===== config.mk =====
export PLATFORM = sky130hd
export DESIGN_NAME = hash_irq_merge
export DESIGN_NICKNAME = d
export VERILOG_FILES = /design/src/rtl/hirq_pkg.sv /design/src/rtl/hirq_bank.sv /design/src/rtl/hirq_merge.sv /design/src/rtl/hash_irq_merge.sv
export SDC_FILE = /design/constraint.sdc
export NUM_CORES = 1
export LEC_CHECK = 0
export ABC_AREA = 1
export BUFFER_PORTS_ARGS = -buffer_cell sky130_fd_sc_hd__buf_2
export CAP_MARGIN = 20
export CORE_MARGIN = 2
export CORE_UTILIZATION = 40
export CTS_CLUSTER_SIZE = 16
export DETAILED_ROUTE_END_ITERATION = 10
export PLACE_DENSITY_LB_ADDON = 0.1
export REMOVE_ABC_BUFFERS = 1
export SYNTH_ARGS = -nofsm -noshare
export SYNTH_HDL_FRONTEND = slang
export SYNTH_HIERARCHICAL = 1
export SYNTH_SLANG_ARGS = --single-unit

===== constraint.sdc =====
create_clock -name clk -period 1.3 [get_ports clk]
set_clock_uncertainty 0.15 [all_clocks]
set_input_delay 0.13 -clock clk [delete_from_list [all_inputs] [get_ports clk]]
set_output_delay 0.13 -clock clk [all_outputs]
set_load 0.005 [all_outputs]

===== src/rtl/hirq_pkg.sv =====
package hirq_pkg;

    localparam int DW       = 32;
    localparam int AW       = 12;
    localparam int HASH_W   = 4;
    localparam int DMA_W    = 9;

    // Register map; the addresses are the decode software relies on.
    localparam logic [AW-1:0] A_HASH_ST = 12'h050;
    localparam logic [AW-1:0] A_HASH_EN = 12'h054;
    localparam logic [AW-1:0] A_DMA_ST  = 12'h480;
    localparam logic [AW-1:0] A_DMA_EN  = 12'h484;
    localparam logic [AW-1:0] A_DMA_UM  = 12'h488;

    // Bit classes per bank.
    localparam logic [HASH_W-1:0] HASH_IMPL = 4'b1111;
    localparam logic [HASH_W-1:0] HASH_ERR  = 4'b1011;
    localparam logic [HASH_W-1:0] HASH_DONE = 4'b0100;
    localparam logic [DMA_W-1:0]  DMA_IMPL  = 9'h1FD;
    localparam logic [DMA_W-1:0]  DMA_ERR   = 9'h1FC;
    localparam logic [DMA_W-1:0]  DMA_DONE  = 9'h001;

    // Per-bank summary carried to the merge stage.
    typedef struct packed {
        logic err;
        logic done;
    } bank_sum_t;

    function automatic logic [DW-1:0] zext_hash(input logic [HASH_W-1:0] v);
        return {{(DW-HASH_W){1'b0}}, v};
    endfunction

    function automatic logic [DW-1:0] zext_dma(input logic [DMA_W-1:0] v);
        return {{(DW-DMA_W){1'b0}}, v};
    endfunction

endpackage


===== src/rtl/hirq_bank.sv =====
module hirq_bank
    import hirq_pkg::*;
#(
    parameter int            W       = 4,
    parameter logic [W-1:0]  IMPL    = '1,
    parameter logic [W-1:0]  ERRM    = '0,
    parameter logic [W-1:0]  DONEM   = '0,
    parameter logic [AW-1:0] ST_ADDR = '0,
    parameter logic [AW-1:0] EN_ADDR = '0
) (
    input  logic          clk,
    input  logic          rst,
    input  logic          wr,
    input  logic [AW-1:0] addr,
    input  logic [W-1:0]  wdata,
    input  logic [W-1:0]  evt,
    output logic [W-1:0]  stat,
    output logic [W-1:0]  en,
    output bank_sum_t     sum
);

    logic st_hit;
    logic en_hit;

    assign st_hit = wr && (addr == ST_ADDR);
    assign en_hit = wr && (addr == EN_ADDR);

    // One sticky flop per implemented bit; set beats clear.
    for (genvar i = 0; i < W; i++) begin : g_bit
        if (IMPL[i]) begin : g_flop
            always_ff @(posedge clk) begin
                if (rst)
                    stat[i] <= 1'b0;
                else if (evt[i])
                    stat[i] <= 1'b1;
                else if (st_hit && wdata[i])
                    stat[i] <= 1'b0;
            end
        end else begin : g_tie
            assign stat[i] = 1'b0;
        end
    end

    always_ff @(posedge clk) begin
        if (rst)
            en <= '0;
        else if (en_hit)
            en <= wdata & IMPL;
    end

    logic [W-1:0] live;
    assign live     = stat & en;
    assign sum.err  = |(live & ERRM);
    assign sum.done = |(live & DONEM);

endmodule


===== src/rtl/hirq_merge.sv =====
module hirq_merge
    import hirq_pkg::*;
(
    input  bank_sum_t hash_sum,
    input  bank_sum_t dma_sum,
    input  logic      unmask,
    output logic      irq_o,
    output logic      err_o,
    output logic      done_o
);

    bank_sum_t dma_gated;

    assign dma_gated.err  = dma_sum.err  & unmask;
    assign dma_gated.done = dma_sum.done & unmask;

    assign err_o  = hash_sum.err  | dma_gated.err;
    assign done_o = hash_sum.done | dma_gated.done;
    assign irq_o  = err_o | done_o;

endmodule


===== src/rtl/hash_irq_merge.sv =====
module hash_irq_merge
    import hirq_pkg::*;
(
    input  logic          clk,
    input  logic          rst,
    input  logic          reg_wr,
    input  logic [11:0]   reg_addr,
    input  logic [31:0]   reg_wdata,
    output logic [31:0]   reg_rdata,
    input  logic [3:0]    core_evt,
    input  logic [8:0]    dma_evt,
    output logic          irq_o,
    output logic          err_o,
    output logic          done_o
);

    logic [HASH_W-1:0] hash_stat, hash_en;
    logic [DMA_W-1:0]  dma_stat, dma_en;
    logic              unmask;
    bank_sum_t         hash_sum, dma_sum;

    logic unused_wdata_hi;
    assign unused_wdata_hi = ^reg_wdata[DW-1:DMA_W];

    hirq_bank #(
        .W(HASH_W), .IMPL(HASH_IMPL), .ERRM(HASH_ERR), .DONEM(HASH_DONE),
        .ST_ADDR(A_HASH_ST), .EN_ADDR(A_HASH_EN)
    ) i_hash_bank (
        .clk(clk), .rst(rst), .wr(reg_wr), .addr(reg_addr),
        .wdata(reg_wdata[HASH_W-1:0]), .evt(core_evt),
        .stat(hash_stat), .en(hash_en), .sum(hash_sum)
    );

    hirq_bank #(
        .W(DMA_W), .IMPL(DMA_IMPL), .ERRM(DMA_ERR), .DONEM(DMA_DONE),
        .ST_ADDR(A_DMA_ST), .EN_ADDR(A_DMA_EN)
    ) i_dma_bank (
        .clk(clk), .rst(rst), .wr(reg_wr), .addr(reg_addr),
        .wdata(reg_wdata[DMA_W-1:0]), .evt(dma_evt),
        .stat(dma_stat), .en(dma_en), .sum(dma_sum)
    );

    always_ff @(posedge clk) begin
        if (rst)
            unmask <= 1'b0;
        else if (reg_wr && reg_addr == A_DMA_UM)
            unmask <= reg_wdata[0];
    end

    always_comb begin
        unique case (reg_addr)
            A_HASH_ST: reg_rdata = zext_hash(hash_stat);
            A_HASH_EN: reg_rdata = zext_hash(hash_en);
            A_DMA_ST:  reg_rdata = zext_dma(dma_stat);
            A_DMA_EN:  reg_rdata = zext_dma(dma_en);
            A_DMA_UM:  reg_rdata = {{(DW-1){1'b0}}, unmask};
            default:   reg_rdata = '0;
        endcase
    end

    hirq_merge i_merge (
        .hash_sum(hash_sum), .dma_sum(dma_sum), .unmask(unmask),
        .irq_o(irq_o), .err_o(err_o), .done_o(done_o)
    );

endmodule


# After elaboration in Yosys (flattened, before gate mapping)
# Cells that the tools add are included.
[word_totals]
ff_bits = 25
in_bits = 60
word_cells = 83
[op_classes]
eq_ne = 5
muxes = 25
bitwise_logic = 7
reduce_logical = 31
[ops]
columns = ["op", "count"]
rows = [
  ["one-hot mux 9 bit (5 select lines)", 1],
  ["== test 12 x 11 -> 1 bit (second input constant)", 3],
  ["== test 12 x 7 -> 1 bit (second input constant)", 2],
  ["2-to-1 mux 1 bit", 24],
  ["nonzero test 2 bit", 12],
  ["logical AND 1 bit", 17],
  ["AND 9 bit", 1],
  ["OR reduction 7 bit", 1],
  ["AND 4 bit", 1],
  ["bitwise OR 1 bit", 3],
  ["OR reduction 3 bit", 1],
  ["AND 1 bit", 2],
]

# Logic depth before layout (Yosys ltp)
[logic_depth]
ltp_word = 5
ltp_mapped = 10

# By module
# The synthesis kept the hierarchy.
[by_module_without_submodules]
columns = ["module", "instances", "cells_each", "area_each_um2", "seq_area_each_um2"]
rows = [
  ["hirq_bank at i_dma_bank", 1, 119, 798.3, 320.3],
  ["hash_irq_merge", 1, 118, 621.8, 20.0],
  ["hirq_bank at i_hash_bank", 1, 65, 417.9, 160.2],
  ["hirq_merge", 1, 5, 28.8, 0.0],
]

# Worst setup path after synthesis
# No wires, ideal clock.
[synth_path]
path_kind = "reg-to-output"
from = "register i_dma_bank.stat[4]"
to = "output port irq_o"
arrival_ns = 0.907
t_required_ns = 1.020
setup_slack_ns = 0.113
path_stages_with_launch = 6
n_path_buf = 0
cell_sequence = "dfxtp_1 > a22o_1 > a21oi_1 > nand2_1 > a21oi_2 > nand2_1"
[synth_lines]
columns = ["item", "line_no", "source"]
rows = [
  ["start: declaration", "hirq_bank.sv:17", "output logic [W-1:0] stat,"],
  ["start signal: indexed assignment", "hirq_bank.sv:33", "stat[i] <= 1'b0;"],
  ["start signal: indexed assignment", "hirq_bank.sv:35", "stat[i] <= 1'b1;"],
  ["start signal: indexed assignment", "hirq_bank.sv:37", "stat[i] <= 1'b0;"],
  ["end: declaration", "hash_irq_merge.sv:12", "output logic irq_o,"],
]

==> flow_summary.toml <==
[floorplan]
initial_core_util_pct = 42.3
die_y_um = 72.3
ios = 95
fp.coreArea_mm2 = 0.00441
die_x_um = 72.3
rows = 24
die_area_mm2 = 0.00523

[clocking]
clk_pin_slew_worst_paths_ns = 0.09
cts_buffers = 3
cts_tree = "built"
ctsLongestPathBuffers = 2
worstSkewPairLatency_ns = 0.27
cts_sinks = 25
htree_levels = 1
root_buffer = "clkbuf_8"

[cells_and_area]
finalNonFillerCells = 464
fin_nets = 473
drive_above_1_share_pct = 39.8
n_antenna_cell = 0
area_delta_synth_final_pct = 54.7
final_cell_area_mm2 = 0.00289
fillers = 409

[route]
drcViolationCount = 0
drtPass1Iterations = 4
wl_per_cell_um = 10.8
ant_nets = 0
dr.first_iter.drc_count = 55
routed_wirelength_um = 5020
vias = 2064
routed_via_density = 4.45

[setup_path]
critPathKind = "reg2out"
worstSetupEndpointType = "primary output"
cp_data_required_time_ns = 1.02
crit_path_start_kind = "register"
r2r-start = "i_dma_bank/en[7]"
max_stage_delay_ns = 0.33
cp_data_arrival_time_ns = 1.35
critical_path.startpoint = "i_dma_bank/en[4]"
crit_path_top_delay_cell = "dfxtp_2"
cp_max_fo = 2
cp_cell_sequence = "a22o_1 -> a21oi_2 -> nand2_1 -> a21oi_2 -> nand2_1 -> buf_2"

[placed_design]
postPlaceCellArea_mm2 = 0.00235
placed_cells = 438
io_buffers = 47
dp_hpwl_um = 3700
dp_slack_ns = -0.187
gp_congestion = 0.834

[global_routing]
grt_pass1_vias = 1938
gr-usage-met3_pct = 2.50
busiest_layer = "met2"
grtUsageTotal_pct = 19.9
grt_pass1_wl_um = 8160
grt_remaining_overflow = 0
grt_max_degree = 17
use_met1_pct = 25.3
antenna_found_initial = 0
gr-usage-met2_pct = 34.1

[sta]
grt_setup_unrepaired = "true"
layout_min_cycle_time_ns = 1.63
tns_ns = -1.23
maxSlewViolCount = 0
setup_slack_ns = -0.326
fmax_mhz = 615
fin_crit_sh_pct = 125
hold_viol_final = 0
setup_viol = 11

[logic_synthesis]
netlist_instances = 307
yosysUniqueCellTypes = 26
ys_ff_latch = 25
synth_seq_area_share_pct = 26.8
synth.avg_cell_area_um2 = 6.08
syn-cell-area_mm2 = 0.00187
yosysWarnings = 6

[run_status]
run_status = "complete, but fails checks"
violations = "setup timing"

[pwr]
power.leakage_nw = 1.61
finalPower_mw = 1.65
irDropWorstVdd_uv = 522
powerDensity_mw_per_mm2 = 570

[hold_path]
min_from = "reg_wdata[2]"
min_path_type = "in2reg"

[run]
cap_violations = 0
-- cell usage in the layout (no fill, tap or decap), types with 2 or more instances in the layout --
cell type	n
buf_12	2
conb_1	25
and2_4	2
dlygate4sd3_1	19
inv_2	4
o21ai_2	2
nand2_2	23
nand3_2	3
buf_8	4
nand2_1	63
inv_6	2
buf_4	36
buf_2	34
buf_6	12
nor2_2	8
a21oi_1	12
clkbuf_8	3
nor2_4	9
inv_1	42
dfxtp_1	18
nand3b_1	2
dfxtp_2	7
a21oi_2	3
nor2_1	37
nand3_1	28
-- registers in the layout, summed over array words and instances (netlist names) --
name and cells:
i_dma_bank/en 8, unmask 1, i_hash_bank/stat 4, i_dma_bank/stat 8
i_hash_bank/en 4
-- metrics by stage --
step	util (%)	hold WS, ns
global route	65.4	0.00508
detailed placement	53.3	0.225
CTS	62.9	0.00996
global placement	53.3	0.219
finish	65.4	0.00653
floorplan	-	0.0491
-- cells by family after synthesis --
family,Yosys count,synth area share (%)
AND/OR/NAND/NOR,181,44.5
buffers and inverters,80,22.4
flip-flops,25,26.8
AO/OA/AOI/OAI,19,5.90
other,2,0.402
-- cell type report --
type,count,area (um2),area share (%)
multi-input combinational,225,1190,41.3
timing repair buffer,108,873,30.2
sequential,25,509,17.6
inverter,50,201,6.98
tap,52,65.1,2.25
clock buffer,4,45.0,1.56
-- layer usage --
metal / part of all wire [%] / up-vias / wire, um
met4: 1.1 / 0 / 56
met1: 45 / 897 / 2250
met3: 6.2 / 6 / 309
met2: 48 / 77 / 2400
li1: - / 1084 / -
met5: 0 / - / 0
-- report_power, final --
group / leakage (nW) / internal, mW / switching (mW) / total [mW]
clock: 0.0228 / 0.219 / 0.241 / 0.461
sequential: 0.207 / 0.794 / 0.0206 / 0.815
combinational: 1.38 / 0.196 / 0.174 / 0.370
total: 1.61 / 1.21 / 0.436 / 1.65
-- cells in the mapped netlist --
cell type / instances / share of area, %
a221oi_1: 1 / 0.47
a21oi_2: 2 / 0.94
nand2_1: 81 / 16
a22o_1: 1 / 0.47
nor2_1: 43 / 8.6
inv_1: 48 / 9.7
clkbuf_1: 1 / 0.20
dfxtp_1: 25 / 27
nor3_1: 1 / 0.27
nand2_4: 1 / 0.60
nand3b_4: 1 / 1.1
conb_1: 2 / 0.40
buf_6: 2 / 1.2
nor2_2: 9 / 3.0
nand2_2: 6 / 2.0
o21ai_0: 2 / 0.54
buf_4: 27 / 11
nand3b_1: 2 / 0.80
nand3_2: 1 / 0.54
a21oi_1: 13 / 3.5
nand3_1: 31 / 8.3
nor2_4: 2 / 1.2
clkinv_2: 1 / 0.27
nor2_8: 1 / 1.1
and2_1: 2 / 0.67
inv_2: 1 / 0.20
-- path summary, 6_finish.rpt --
| kind | end | slack, ns | cells after the start |
|---|---|---|---|
| setup / recovery | irq_o | -0.33 | 6 |
| hold / removal | i_hash_bank/en[2] | 0.007 | 3 |
| setup reg to reg | i_dma_bank/en[7] | 0.38 | 5 |
| hold reg to reg | i_hash_bank/stat[2] | 0.34 | 2 |
-- what timing repair did --
item,in CTS,in global routing
hold endpoints to repair,19,0
hold buffers,19,0
setup buffers,3,1
pin swaps,26,17
endpoints found under the setup margin,12,14
resized for setup,59,33
-- critical path, delay by kind of cell, from the launching register on --
kind | cells | cell delay, ns
AOI/OAI and AO/OA | 3 | 0.50
DFF | 1 | 0.33
buffers and inverters | 1 | 0.12
and+or+nand+nor | 2 | 0.14
No activity file was read; power rests on OpenSTA's default activity.
